==> config.mk <==
export PLATFORM = sky130hd
export DESIGN_NAME = issue_scoreboard
export DESIGN_NICKNAME = d
export VERILOG_FILES = /design/src/rtl/issue_scoreboard.sv
export SDC_FILE = /design/constraint.sdc
export NUM_CORES = 1
export LEC_CHECK = 0
export BUFFER_PORTS_ARGS = -buffer_cell sky130_fd_sc_hd__buf_2
export CAP_MARGIN = 20
export CORE_ASPECT_RATIO = 1.4
export CORE_UTILIZATION = 35
export CTS_CLUSTER_DIAMETER = 100
export DETAILED_ROUTE_END_ITERATION = 7
export PLACE_DENSITY = 0.52
export SETUP_SLACK_MARGIN = 0.3
export SKIP_CTS_REPAIR_TIMING = 1
export SLEW_MARGIN = 20
export SYNTH_ARGS = -nofsm -noshare
export SYNTH_HDL_FRONTEND = slang
export SYNTH_SLANG_ARGS = --single-unit
==> constraint.sdc <==
create_clock -name clk -period 3.3 [get_ports clk]
set_input_delay 0.495 -clock clk [delete_from_list [all_inputs] [get_ports clk]]
set_output_delay 0.495 -clock clk [all_outputs]
set_load 0.005 [all_outputs]
==> src/rtl/issue_scoreboard.sv <==
module issue_scoreboard #(
  parameter int NREG      = 32,
  parameter int INT_LAT   = 1,
  parameter int FADD_LAT  = 2,
  parameter int FMUL_LAT  = 5,
  parameter int LDST_LAT  = 3,
  localparam int RW       = $clog2(NREG)
) (
  input  logic          clk,
  input  logic          rst_n,
  input  logic          in_valid,
  input  logic [1:0]    in_cls,
  input  logic [RW-1:0] in_dst,
  input  logic [RW-1:0] in_src1,
  input  logic [RW-1:0] in_src2,
  output logic          in_ready,
  output logic [3:0]    wb_valid,
  output logic [4*RW-1:0] wb_dst
);
  localparam int NU   = 4;
  localparam int M01  = (INT_LAT > FADD_LAT) ? INT_LAT : FADD_LAT;
  localparam int M23  = (FMUL_LAT > LDST_LAT) ? FMUL_LAT : LDST_LAT;
  localparam int MAXL = (M01 > M23) ? M01 : M23;
  localparam int CW   = $clog2(MAXL + 1);

  function automatic int lat_of(int u);
    case (u)
      0: return INT_LAT;
      1: return FADD_LAT;
      2: return FMUL_LAT;
      default: return LDST_LAT;
    endcase
  endfunction

  logic [NREG-1:0] pend, clr;
  logic [1:0]      owner [NREG];
  logic [CW-1:0]   cnt   [NU];
  logic [RW-1:0]   udst  [NU];
  logic [RW-1:0]   st_src;

  wire fire   = in_valid & in_ready;
  wire busy   = cnt[in_cls] > CW'(1);
  wire raw    = pend[in_src1] | pend[in_src2];
  wire waw    = pend[in_dst];
  wire war    = (cnt[3] > CW'(1)) && (st_src == in_dst);

  assign in_ready = !(busy | raw | waw | war);

  for (genvar u = 0; u < NU; u++) begin : g_unit
    always_ff @(posedge clk) begin
      if (!rst_n) begin
        cnt[u]  <= '0;
        udst[u] <= '0;
      end else if (fire && in_cls == 2'(u)) begin
        cnt[u]  <= CW'(lat_of(u));
        udst[u] <= in_dst;
      end else if (cnt[u] != '0) begin
        cnt[u]  <= cnt[u] - CW'(1);
      end
    end
    assign wb_valid[u]           = (cnt[u] == CW'(1));
    assign wb_dst[u*RW +: RW]    = udst[u];
  end

  always_ff @(posedge clk) begin
    if (!rst_n)                         st_src <= '0;
    else if (fire && in_cls == 2'd3)    st_src <= in_src2;
  end

  always_comb begin
    clr = '0;
    for (int r = 0; r < NREG; r++)
      for (int u = 0; u < NU; u++)
        if (wb_valid[u] && udst[u] == RW'(r) && owner[r] == 2'(u)) clr[r] = 1'b1;
  end

  always_ff @(posedge clk) begin
    if (!rst_n) begin
      pend <= '0;
      for (int r = 0; r < NREG; r++) owner[r] <= '0;
    end else begin
      pend <= (pend & ~clr) | (fire ? (NREG'(1) << in_dst) : '0);
      if (fire) owner[in_dst] <= in_cls;
    end
  end
endmodule


==> results.yml, run 1 <==
critical_path:
  cp.arrival_ns: 3.03
  r2r-start: "pend[8]"
  reg2reg_depth: 9
  regToRegEndpoint: "owner[5][1]"
  end_kind: "register"
  cp_max_fo: 36
  r2r_setup_slack_ns: 0.42
  start_kind: "register"
  required_ns: 3.44
  critical_path_class: "reg -> reg"
global_route:
  grt_use_met2: 0.429
  met1_usage: 0.320
  overflow: 0
  grt_util_met3: 0.0456
  grt_pass1_wl_mm: 43.9
  antenna_found_initial: 0
  top_usage_layer: "met2"
  grt_max_degree: 43
  groute.usage.overall: 0.260
  first_global_vias: 7108
timing:
  setup_viol: 0
  slew_viol_final: 0
  final-hold-violation-count: 0
  post-route-min-period_ns: 2.88
  rsz0062_at_grt: "false"
  setup_ws_ns: 0.419
  fin_crit_sh: 0.873
  relSlewSlack: 0.350
  tightest_slew_ns: 0.972
  setup_tns_ns: 0
  fin_worst_skew_ns: 0.0134
  fmax_mhz: 347
clocking:
  cts_sinks: 133
  cts_tree: "done"
  clock_latency_ns: 0.44
  clk_path_buf_depth: 2
  cts_made_buffers: 17
  clk_pin_slew_ns: 0.06
  cts-root-buf: "clkbuf_16"
  cts.htree.levels: 4
pwr:
  p_leak_nw: 3.28
  powerDensity_nw_per_um2: 550
  irDropWorstVdd_mv: 0.386
drt:
  drt_iter0_drc: 695
  drt-wirelength-per-cell_um: 24.7
  firstDrtPassIters: 8
  num_vias: 7223
  wirelength_mm: 29.3
  drc: 0
  vias_per_cell: 6.10
  ant_nets: 0
layout:
  area_growth_pct: 16.8
  fillers: 2263
  register_area_um2: 3620
  multiInputGateArea_um2: 4150
  layout-drive-gt1-share: 0.168
  n_antenna_cell: 0
  nNetsFinal: 902
  final-instance-count-excl-fill: 1184
synthesis:
  yosysTopAreaCell: "edfxtp_1"
  synth_fp_nets: 857
  yosysTopAreaCellShare: 0.360
  ys_top_cells_by_area: "edfxtp_1 36%, dfxtp_1 9.2%, nor3_1 6.6%"
  synth_warnings: 0
  syn_avg_cell_area_um2: 9.71
  syn_inst: 825
  synth_edf_count: 96
  synth-seq-cells: 133
  ys_types: 55
  syn-cell-area_um2: 8010
  async_flop_share: 0
  synthFlopType: "edfxtp_1"
  seq_area_frac_synth: 0.452
floorplanning:
  coreArea_um2: 22500
  dieArea_um2: 23500
  rows: 65
  start_util: 0.356
  die-height_um: 181
  io_pins: 45
  die-width_um: 130
outcome:
  status: "complete, no violations"
placed_design:
  place_congestion: 0.938
  io_buffers: 44
  pre_cts_ws_ns: 0.0895
  dp_hpwl_mm: 21.7
  placed_cells: 1150
min_path:
  min_to: "st_src[4]"
  worstHoldStart: "in_src2[4]"
  hp-class: "in -> reg"
  hold_depth: 2
flow_run:
  maxCapViolCount: 0
==> cells in the final DEF, fill, tap and decap left out, drive strengths merged, types with 10 or more instances in the layout <==
| cell type | instances |
|---|---|
| nor3 | 107 |
| o311a | 28 |
| or3 | 14 |
| nor3b | 10 |
| o31ai | 21 |
| nand2 | 81 |
| ha | 12 |
| edfxtp | 96 |
| mux4 | 11 |
| mux2i | 27 |
| o21ai | 21 |
| nor2b | 26 |
| clkbuf | 26 |
| dfxtp | 37 |
| buf | 85 |
| o211ai | 33 |
| nand2b | 14 |
| inv | 16 |
| and2 | 25 |
| nand3 | 46 |
| nor2 | 38 |
| a311oi | 29 |
==> cells in the mapped netlist (19+ instances only) <==
cell and count:
clkbuf_1 38, and2_1 25, a311oi_1 29, o21ai_0 19
nor3_1 106, o211ai_1 33, o31ai_1 21, nand2_1 81
nand3_1 46, edfxtp_1 96, mux2i_1 27, dfxtp_1 37
nor2_1 38, nor2b_1 26, o311a_1 28
==> final cells by class <==
cell class / count / share of cell area
clock buffers: 26 / 0.0580
clock inverters: 6 / 0.00655
inverters: 16 / 0.00641
multi-input cells: 617 / 0.443
flip-flops and latches: 133 / 0.387
well taps: 301 / 0.0402
repair buffers: 85 / 0.0591
==> per-layer routing <==
layer  vias up  wire length, µm
li1       3283                -
met1      3477            11500
met2       377            14400
met3        86             2150
met4         0             1300
met5         -                0
==> power by group <==
group | total [mW] | internal (mW) | switching (mW)
clock | 1.94 | 1.21 | 0.727
combinational | 1.15 | 0.419 | 0.727
sequential | 2.07 | 1.94 | 0.127
==> worst max-delay path: stages, from the launching register on <==
cell	delay (ns)
dfxtp_1	0.40
mux4_2	0.49
o21ai_1	0.13
o22ai_1	0.11
a31oi_1	0.29
nand4_4	0.24
buf_4	0.22
buf_12	0.16
or3_1	0.40
nand2_1	0.12
==> sequential cells by signal, indices dropped and copies added (netlist names) <==
signal  count
owner      64
pend       32
udst       20
cnt        12
st_src      5
==> how the worst max path moves through the flow <==
stage / cells past startpoint / start / end / slack, ns
after floorplan: 8 / in_src1[2] / udst[0][0] / 0.32
after global placement: 9 / in_src1[2] / owner[29][1] / 0.09
after detailed placement: 9 / in_src1[2] / owner[29][1] / 0.09
after CTS: 7 / cnt[3][1] / in_ready / 0.16
after global routing: 9 / cnt[3][1] / owner[8][1] / 0.32
final: 9 / pend[8] / owner[5][1] / 0.42
==> through the flow <==
stage	cell area, µm²	total power [mW]	util	hold slack [ns]
CTS	9300	5.12	0.413	0.306
detailed placement	8700	3.18	0.386	0.475
global route	9360	5.36	0.416	0.339
global placement	8700	3.17	0.386	0.477
finish	9360	5.15	0.416	0.325
floorplan	8020	2.75	-	0.461
==> cell families after synthesis <==
family,after synthesis,synth area share
AND/OR/NAND/NOR,388,0.252
AO/OA/AOI/OAI,171,0.166
flip-flops,133,0.452
buffers and inverters,75,0.0368
multiplexers,41,0.0689
adder cells (fa/ha/maj),12,0.0187
XOR/XNOR,5,0.00546
(Power assumes the default switching activity.)
==> run 2: changes to the inputs <==
--- a/config.mk
+++ b/config.mk
@@ -11,7 +11,6 @@
 export CORE_UTILIZATION = 35
 export CTS_CLUSTER_DIAMETER = 100
 export DETAILED_ROUTE_END_ITERATION = 7
-export PLACE_DENSITY = 0.52
 export SETUP_SLACK_MARGIN = 0.3
 export SKIP_CTS_REPAIR_TIMING = 1
 export SLEW_MARGIN = 20
==> run 2 against run 1 <==
  * Cell area shrank 1.7%
  * Clock skew rose by 0.0081 ns
  * Sequential power barely moved
  * Die area is the same
  * Non-clock buffer count decreased by 13
  * Clock-buffer cell count fell by 6
  * Setup slack worse by 0.0034 ns
  * Sequential share of layout area grew 0.68 points
  * Sequential cell count did not move
  * Combinational power shrank 7%
  * First-iteration DRC count down 14%
  * Critical path type is now reg -> out
==> results.yml, run 2 (synthesized netlist as in run 1, its figures left out) <==
outcome:
  status: "complete, no violations"
floorplanning:
  coreArea_um2: 22500
  dieArea_um2: 23500
  die-width_um: 130
  io_pins: 45
  die-height_um: 181
  rows: 65
  start_util: 0.356
pwr:
  total_power_mw: 4.92
  irDropWorstVdd_mv: 0.449
  p_leak_nw: 3.19
  powerDensity_nw_per_um2: 535
critical_path:
  crit_start: "cnt[3][2]"
  r2r-start: "cnt[3][2]"
  max_stage_delay_ns: 0.42
  cp.arrival_ns: 2.39
  end_kind: "output pin"
  start_kind: "register"
  worst_path_max_delay_cell: "edfxtp_1"
  required_ns: 2.80
  cp_max_fo: 4
  cp_cell_sequence: "nor2_2 > mux4_2 > a21boi_0 > and4_1 > nand4_4 > inv_2 > buf_2"
  critical_path_class: "reg -> out"
global_route:
  first_global_vias: 7021
  antenna_found_initial: 0
  grt_pass1_wl_mm: 42.1
  groute.usage.overall: 0.248
  overflow: 0
  grt_max_degree: 83
layout:
  n_antenna_cell: 0
  area_growth_pct: 14.8
  layout-drive-gt1-share: 0.153
  regMostFlops: "owner"
  nNetsFinal: 889
  largest_reg_flops: 64
  mostFrequentLayoutCells: "106 x nor3_1, 96 x edfxtp_1, 81 x nand2_1"
  final_common_cell: "nor3_1"
  reg.largest.list: "owner x64, pend x32, udst x20"
  fillers: 2251
placed_design:
  dp_hpwl_mm: 20.6
  place_congestion: 0.914
  io_buffers: 44
timing:
  setup_tns_ns: 0
  final-hold-violation-count: 0
  tightest_slew_ns: 0.934
  setup_viol: 0
  post-route-min-period_ns: 2.88
  slew_viol_final: 0
  fmax_mhz: 347
  fin_crit_sh: 0.874
  fin_worst_skew_ns: 0.0215
  rsz0062_at_grt: "false"
  relSlewSlack: 0.376
drt:
  drt-wirelength-per-cell_um: 23.7
  vias_per_cell: 6.11
  drc: 0
  wirelength_mm: 27.8
  firstDrtPassIters: 5
  drt_iter0_drc: 598
  num_vias: 7153
  ant_nets: 0
clocking:
  cts.htree.levels: 4
  clk_path_buf_depth: 2
  clk_pin_slew_ns: 0.06
  cts_sinks: 133
  cts_made_buffers: 17
  cts_tree: "done"
  clock_latency_ns: 0.45
  cts-root-buf: "clkbuf_16"
min_path:
  worstHoldStart: "in_src2[4]"
  hp-class: "in -> reg"
flow_run:
  maxCapViolCount: 0
-- run 2: cell types whose count changed in the layout (fill, tap and decap cells not counted), sizes merged --
cell / change
clkbuf: -6
buf: -13
clkinv: +2
inv: +1
clkinvlp: +3
-- run 2: final timing paths --
check | end | slack [ns] | depth (start not counted)
min reg2reg | st_src[4] | 0.50 | 1
max | in_ready | 0.42 | 7
min | st_src[4] | 0.32 | 2
max reg2reg | udst[0][6] | 0.50 | 8
-- run 2: routing by layer --
layer	wire length [µm]	GRT usage	up-vias	part of all wire
li1	-	-	3258	-
met1	10900	0.309	3400	0.39
met2	13100	0.385	381	0.47
met3	1900	0.0415	114	0.068
met4	1890	0.176	0	0.068
met5	0	0	-	0
-- run 2: area by class of cell --
cell class,instances,area [µm²],area share
clock buffers,20,457,0.0496
clock inverters,12,105,0.0114
inverters,16,60.1,0.00653
multi-input cells,617,4110,0.447
flip-flops and latches,133,3620,0.394
well taps,301,377,0.0409
repair buffers,72,468,0.0509
-- run 2: metrics by stage --
| stage | cell area, µm² | hold WS [ns] | util | setup slack (ns) | instances |
|---|---|---|---|---|---|
| finish | 9200 | 0.321 | 0.408 | 0.415 | 1171 |
| global route | 9200 | 0.332 | 0.408 | 0.318 | 1171 |
| CTS | 9190 | 0.311 | 0.408 | 0.230 | 1171 |
| detailed placement | 8630 | 0.483 | 0.383 | 0.255 | 1139 |
| global placement | 8630 | 0.478 | 0.383 | 0.316 | 1139 |
| floorplan | 8020 | 0.461 | - | 0.321 | 825 |
-- run 2: critical path, delay by kind of cell, from the launching register on --
kind            cells  cell delay [ns]
mux                 1             0.35
buf+inv             2             0.27
compound gates      1             0.22
simple gates        3             0.70
flops               1             0.42
-- run 2: power by group --
group | internal (mW) | switching, mW | total [mW]
clock | 1.07 | 0.733 | 1.80
sequential | 1.94 | 0.113 | 2.05
combinational | 0.358 | 0.710 | 1.07
